<file path="config.mk">
export PLATFORM = sky130hd
export DESIGN_NAME = reset_sequencer
export DESIGN_NICKNAME = d
export VERILOG_FILES = /design/src/rtl/rsq_pkg.sv /design/src/rtl/rsq_sync.sv /design/src/rtl/rsq_pend.sv /design/src/rtl/rsq_vecpick.sv /design/src/rtl/reset_sequencer.sv
export SDC_FILE = /design/constraint.sdc
export NUM_CORES = 1
export LEC_CHECK = 0
export BUFFER_PORTS_ARGS = -buffer_cell sky130_fd_sc_hd__clkbuf_2
export CAP_MARGIN = 0
export CORE_ASPECT_RATIO = 0.9
export CORE_MARGIN = 5
export CORE_UTILIZATION = 59
export CTS_BUF_LIST = sky130_fd_sc_hd__clkbuf_8
export CTS_CLUSTER_DIAMETER = 120
export DETAILED_ROUTE_END_ITERATION = 16
export PLACE_DENSITY = 0.81
export SLEW_MARGIN = 10
export SYNTH_ARGS = -nofsm -noshare
export SYNTH_HDL_FRONTEND = slang
export SYNTH_SLANG_ARGS = --single-unit
export TNS_END_PERCENT = 20
</file>
<file path="constraint.sdc">
create_clock -name clk -period 2.2 [get_ports clk]
set_input_delay 0.33 -clock clk [delete_from_list [all_inputs] [get_ports clk]]
set_output_delay 0.33 -clock clk [all_outputs]
set_load 0.02 [all_outputs]
</file>
<file path="src/rtl/rsq_pkg.sv">
package rsq_pkg;

  typedef enum logic [1:0] {
    VEC_PWR  = 2'b00,
    VEC_CMON = 2'b01,
    VEC_WDOG = 2'b10
  } vec_e;

  typedef enum logic [1:0] {
    ST_IDLE = 2'b00,
    ST_RUN  = 2'b01,
    ST_HOLD = 2'b10
  } st_e;

endpackage

</file>
<file path="src/rtl/rsq_sync.sv">
module rsq_sync #(
  parameter int STAGES = 2
) (
  input  logic clk,
  input  logic rst,
  input  logic d,
  output logic q
);

  logic [STAGES-1:0] sh;

  // Chain resets to the released (high) pin level.
  always_ff @(posedge clk) begin
    if (rst) sh <= '1;
    else     sh <= {sh[STAGES-2:0], d};
  end

  assign q = sh[STAGES-1];

endmodule

</file>
<file path="src/rtl/rsq_pend.sv">
module rsq_pend #(
  parameter int N = 2
) (
  input  logic         clk,
  input  logic         rst,
  input  logic [N-1:0] set,
  input  logic         clr,
  output logic [N-1:0] flg
);

  // One sticky flag per source; a set in the same cycle as clear wins.
  for (genvar i = 0; i < N; i++) begin : g_flag
    always_ff @(posedge clk) begin
      if (rst)         flg[i] <= 1'b0;
      else if (set[i]) flg[i] <= 1'b1;
      else if (clr)    flg[i] <= 1'b0;
    end
  end

endmodule

</file>
<file path="src/rtl/rsq_vecpick.sv">
module rsq_vecpick
  import rsq_pkg::*;
(
  input  logic pin_hi,
  input  logic cmon_f,
  input  logic wdog_f,
  output vec_e vec
);

  always_comb begin
    if (!pin_hi)     vec = VEC_PWR;   // external hold overrides flags
    else if (cmon_f) vec = VEC_CMON;
    else if (wdog_f) vec = VEC_WDOG;
    else             vec = VEC_PWR;
  end

endmodule

</file>
<file path="src/rtl/reset_sequencer.sv">
module reset_sequencer
  import rsq_pkg::*;
#(
  parameter int DRV_LEN     = 128,
  parameter int SMP_DLY     = 64,
  parameter int SYNC_STAGES = 2
) (
  input  logic       clk,
  input  logic       rst,
  input  logic       por_req,
  input  logic       lvr_req,
  input  logic       ill_req,
  input  logic       wdog_req,
  input  logic       cmon_req,
  input  logic       pin_in,
  output logic       pin_drive_low,
  output logic       core_rst,
  output logic [1:0] vec_sel,
  output logic       vec_valid
);

  localparam int SEQ_LEN = DRV_LEN + SMP_DLY;
  localparam int CW      = $clog2(SEQ_LEN);

  logic          pin_s;
  logic          any_req;
  st_e           st_q, st_n;
  logic [CW-1:0] cnt_q, cnt_n;
  logic          fin;
  logic [1:0]    flg;
  vec_e          pick;
  vec_e          vec_q;
  logic          core_q, drv_q, vld_q;

  rsq_sync #(.STAGES(SYNC_STAGES)) u_sync (
    .clk (clk),
    .rst (rst),
    .d   (pin_in),
    .q   (pin_s)
  );

  assign any_req = por_req | lvr_req | ill_req | wdog_req | cmon_req;

  // flg[1] = clock monitor, flg[0] = watchdog
  rsq_pend #(.N(2)) u_pend (
    .clk (clk),
    .rst (rst),
    .set ({cmon_req, wdog_req}),
    .clr (fin),
    .flg (flg)
  );

  // An end from RUN means the pin read high; an end from HOLD means it read low.
  rsq_vecpick u_pick (
    .pin_hi (st_q == ST_RUN),
    .cmon_f (flg[1]),
    .wdog_f (flg[0]),
    .vec    (pick)
  );

  always_comb begin
    st_n  = st_q;
    cnt_n = cnt_q;
    fin   = 1'b0;
    case (st_q)
      ST_IDLE: begin
        if (any_req || !pin_s) begin
          st_n  = ST_RUN;
          cnt_n = '0;
        end
      end
      ST_RUN: begin
        if (any_req) begin
          cnt_n = '0;
        end else if (cnt_q == CW'(SEQ_LEN - 1)) begin
          if (pin_s) begin
            st_n = ST_IDLE;
            fin  = 1'b1;
          end else begin
            st_n = ST_HOLD;
          end
        end else begin
          cnt_n = cnt_q + 1'b1;
        end
      end
      ST_HOLD: begin
        if (any_req) begin
          st_n  = ST_RUN;
          cnt_n = '0;
        end else if (pin_s) begin
          st_n = ST_IDLE;
          fin  = 1'b1;
        end
      end
      default: st_n = ST_IDLE;
    endcase
  end

  always_ff @(posedge clk) begin
    if (rst) begin
      st_q   <= ST_RUN;
      cnt_q  <= '0;
      core_q <= 1'b1;
      drv_q  <= 1'b1;
      vld_q  <= 1'b0;
      vec_q  <= VEC_PWR;
    end else begin
      st_q   <= st_n;
      cnt_q  <= cnt_n;
      core_q <= (st_n != ST_IDLE);
      drv_q  <= (st_n == ST_RUN) && (cnt_n < CW'(DRV_LEN));
      vld_q  <= fin;
      if (fin) vec_q <= pick;
    end
  end

  assign pin_drive_low = drv_q;
  assign core_rst      = core_q;
  assign vec_sel       = vec_q;
  assign vec_valid     = vld_q;

endmodule

</file>
# Yosys cells after proc, flatten, opt, wreduce, memory -nomap -nowiden
# Index checks and enable logic that the tools add are counted.
# op_classes
addsub,1
multipliers,0
n_div,0
n_lt_le_gt_ge,1
eq_ne,4
shifts,0
n_mux,23
n_bitwise,4
n_reduce_logical,7
# ops
op,n
8-bit 2-to-1 mux,4
8-bit one-hot mux with 3 select lines,1
2-bit 2-to-1 mux,9
"8-bit by 1-bit adder with 8-bit output, second input constant",1
"8-bit == test, second input constant",1
"8-bit < comparator, second input constant",1
1-bit 2-to-1 mux,7
2-bit one-hot mux with 3 select lines,1
2-bit nonzero test,3
"2-bit by 1-bit == test with 1-bit output, second input constant",2
1-bit OR,4
"2-bit == test, second input constant",1
2-bit zero test,1
1-bit one-hot mux with 2 select lines,1
1-bit logical AND,1
1-bit zero test,1
1-bit logical OR,1
# totals
regBits,19
latchBits,0
ramBits,0
mem_bits_ro,0
out_inout_bits,5
wordCells,49
mem_count,0

# Logic depth before layout (Yosys ltp)
# depth
word_depth,9
ltp_mapped,7
mapped_depth_nobuf,7

# By module
# Synthesis repeated with hierarchy kept, for this count alone.
# unflattened
cells_unflattened,118
hier_area_um2,1019.7
# modules_own_cells
mod,n_inst,cells_per_inst,area_each_um2
reset_sequencer,1,104,880.8
rsq_pend,1,8,70.1
rsq_sync,1,4,52.6
rsq_vecpick,1,2,16.3

# Worst setup path after synthesis
# OpenSTA, ideal clock, no wires.
# synth_path
path_type,register to register
startpoint,reg st_q[0]
endpoint,reg cnt_q[1]
t_arrival_ns,1.863
path_slack_ns,0.267
stages_incl_launch_ff,7
cell_sequence,dfxtp_1 > inv_1 > ha_1 > a211o_2 > o22a_2 > or3b_2 > a21oi_1
# synth_via
elab_chain_len,2
word_cells_on_any_way,4
classes_between,eq/ne (2); mux (1); reduce/logical (1)
# synth_rtl
element,line,text
start: declaration,reset_sequencer.sv:27,"st_e st_q, st_n;"
start signal: assignment,reset_sequencer.sv:108,st_q <= st_n;
"2-bit == test, or another cell as far along",reset_sequencer.sv:65,case (st_q)
8-bit one-hot mux with 3 select lines (*),reset_sequencer.sv:65,
end signal: assignment,reset_sequencer.sv:109,cnt_q <= cnt_n;
end: declaration,reset_sequencer.sv:28,"logic [CW-1:0] cnt_q, cnt_n;"
# Mark *: on every way between the ends. The rest lies on a longest branch, timed or not.
# A chain may end at the register's enable or synchronous reset.

# Final worst setup path
# Ends and elaborated chain as after synthesis.

==> impl_metrics.json <==
{
  "cts_hold_buf": 0,
  "cts_tree": "built",
  "final-hold-violation-count": 0,
  "num_rows": 14,
  "placed_cell_area_sq_um": 1130,
  "slew_violations": 0,
  "relSlewSlack_pct": 71.14,
  "cp-end-kind": "flop",
  "syn2layout_area_growth_pct": 12.05,
  "ys_seq_area_share_pct": 36.28,
  "drv_cap": 0,
  "num_vias": 894,
  "numCtsBuffers": 3,
  "dp_hpwl_um": 1626,
  "ant_nets": 0,
  "viasPerCell": 5.731,
  "gp_congestion": 0.8575,
  "dp.cells": 152,
  "gr-total-overflow": 0,
  "yosys_most_used_dff": "dfxtp_1",
  "io_pins": 13,
  "grt_antenna_before_repair": 0,
  "drive_above_1_share_pct": 26.52,
  "p_per_area_nw_per_um2": 548.7,
  "ir_drop_mv": 0.5981,
  "cp-start-kind": "flop",
  "nFillCells": 149,
  "clock-sinks": 19,
  "synthCells": 115,
  "wl_per_cell_um": 14.06,
  "final_cell_count_no_fill": 156,
  "critical_path_class": "reg -> reg",
  "holdPathStages": 2,
  "ys_types": 42,
  "synth_edf_count": 0,
  "hp-class": "in -> reg",
  "final-setup-viol-count": 0,
  "clock_latency_ns": 0.25,
  "drtIter0Drc": 14,
  "min_period_ns": 2.075,
  "ctsHtreeMaxLevel": 1,
  "path_clk_slew_ns": 0.07,
  "fin_area_sq_um": 1175,
  "grt_pass1_vias": 827,
  "port_buffers": 12,
  "leakagePower_nw": 0.4672,
  "rr_worst_depth": 6,
  "synth-seq-cells": 19,
  "cts_buffer_depth": 2,
  "die_w_um": 54.44,
  "initial_core_util_pct": 62.35,
  "drc": 0,
  "crit_chain": "inv_1, ha_1, a211o_2, o22a_2, or3b_2, a21oi_1",
  "dieArea_sq_um": 2721,
  "tightest_slew_ns": 0.4296,
  "cp.required_ns": 2.39,
  "slowest_delay_ns": 0.48,
  "drt-total-wl_um": 2194,
  "max_freq_mhz": 481.9,
  "synth_area_sq_um": 1049,
  "cp_max_fo": 9,
  "finalCritPeriodShare_pct": 94.33,
  "crit_slowest_cell": "or3b_2",
  "cts-root-buf": "clkbuf_8",
  "nets": 146,
  "synth_warnings": 0,
  "core_area_sq_um": 1682,
  "final_core_utilization_pct": 69.87,
  "arrival_ns": 2.26,
  "clock_skew_ns": 0.001328,
  "report.power.total_w": 0.0006446,
  "status": "complete, no violations",
  "die_h_um": 49.99,
  "grt_max_degree": 18,
  "postSynth.asyncResetShare_pct": 0,
  "drt_first_pass_iters": 4,
  "grt_pass1_wl_um": 3767,
  "rsz0062_at_grt": "true",
  "antenna_cells": 0,
  "syn_avg_cell_area_sq_um": 9.117,
  "grt_usage_pct": 18.86,
  "syn_nets": 128
}
cells in the mapped netlist, types with 2 or more instances:
master | n | area [sq um]
a31o_2 | 2 | 17.52
nor3_1 | 7 | 35.03
nor2_1 | 9 | 33.78
nand2_1 | 10 | 37.54
inv_1 | 7 | 26.28
ha_1 | 5 | 62.56
o21ai_0 | 3 | 15.01
a21oi_1 | 9 | 45.04
nor4_1 | 3 | 18.77
nand3_1 | 3 | 15.01
or3_1 | 2 | 12.51
or2_2 | 4 | 25.02
a211oi_1 | 2 | 15.01
dfxtp_1 | 19 | 380.4
clkbuf_8 | 2 | 27.53
or4_1 | 2 | 15.01
cell type report:
| cell class | count | area [sq um] | share of cell area (%) |
|---|---|---|---|
| clock inverter | 1 | 3.754 | 0.3195 |
| timing repair buffer | 16 | 90.09 | 7.668 |
| sequential | 19 | 380.4 | 32.37 |
| multi-input combinational | 86 | 603.1 | 51.33 |
| clock buffer | 3 | 41.29 | 3.514 |
| inverter | 7 | 26.28 | 2.236 |
| tap | 24 | 30.03 | 2.556 |
cell families after synthesis:
family | synth area share, %
and+or+nand+nor | 28.28
AOI/OAI and AO/OA | 19.45
DFF | 36.28
buffers and inverters | 6.206
adders and majority gates | 6.921
muxes | 2.029
xor gates and xnor gates | 0.8355
routing by layer:
| metal | part of all wire, % | routed length [um] | track usage [%] | vias to the layer above |
|---|---|---|---|---|
| met5 | 0 | 0 | 0 | - |
| met2 | 44 | 969 | 25.70 | 30 |
| met4 | 2.3 | 51 | 10.37 | 0 |
| met3 | 6.0 | 132 | 5.120 | 6 |
| met1 | 47 | 1041 | 26.09 | 403 |
| li1 | - | - | - | 455 |
registers in the layout, indices dropped and copies added, names as in the netlist:
signal,cells
u_pend.flg,2
vec_sel,2
vec_valid,1
st_q,2
pin_drive_low,1
cnt_q,8
u_sync.sh,2
core_rst,1
metrics by stage:
step	hold WS [ns]	setup slack [ns]	setup TNS [ns]
2_1_floorplan	0.3895	0.2673	0
4_1_cts	0.2453	0.1184	0
6_report	0.2523	0.1248	0
5_1_grt	0.2382	-0.02196	-0.02924
3_5_place_dp	0.3963	0.1215	0
3_3_place_gp	0.3913	0.1208	0
worst max-delay path, delay by kind of cell, from the launching register on:
kind                       cells  cell delay (ns)
and+or+nand+nor                1             0.48
adders and majority gates      1             0.26
buffers and inverters          1             0.09
DFF                            1             0.35
AOI/OAI and AO/OA              3             0.83
cells in the final DEF (no fill, tap or decap), types with 2 or more instances in the layout:
cell,count
a31o_2,2
nand2_1,10
nor2_1,9
inv_1,8
dfxtp_1,19
ha_1,5
clkbuf_2,12
o21ai_0,3
a211oi_1,2
or3_1,2
clkbuf_8,3
buf_4,4
a21oi_1,9
or4_1,2
nor3_1,7
nand3_1,3
nor4_1,3
or2_2,4
report_power, final:
group / internal (W) / leakage [nW] / switching, W
Sequential: 0.000352 / 0.154 / 0.00000516
Clock: 0.000124 / 0.0269 / 0.000110
Combinational: 0.0000214 / 0.286 / 0.0000321
Total: 0.000497 / 0.467 / 0.000148
final timing paths:
| path | from | end | slack [ns] |
|---|---|---|---|
| hold / removal | pin_in | u_sync.sh[0] | 0.25 |
| hold reg to reg | u_sync.sh[0] | u_sync.sh[1] | 0.41 |
| setup / recovery | st_q[0] | cnt_q[1] | 0.12 |
| setup reg to reg | st_q[0] | cnt_q[1] | 0.12 |
repair_timing:
action | 4_1_cts | 5_1_grt
buffers inserted | 0 | 0
setup endpoints to repair | 0 | 2
resized for setup | 0 | 0
Note: power is estimated with default switching activity, not from simulation.
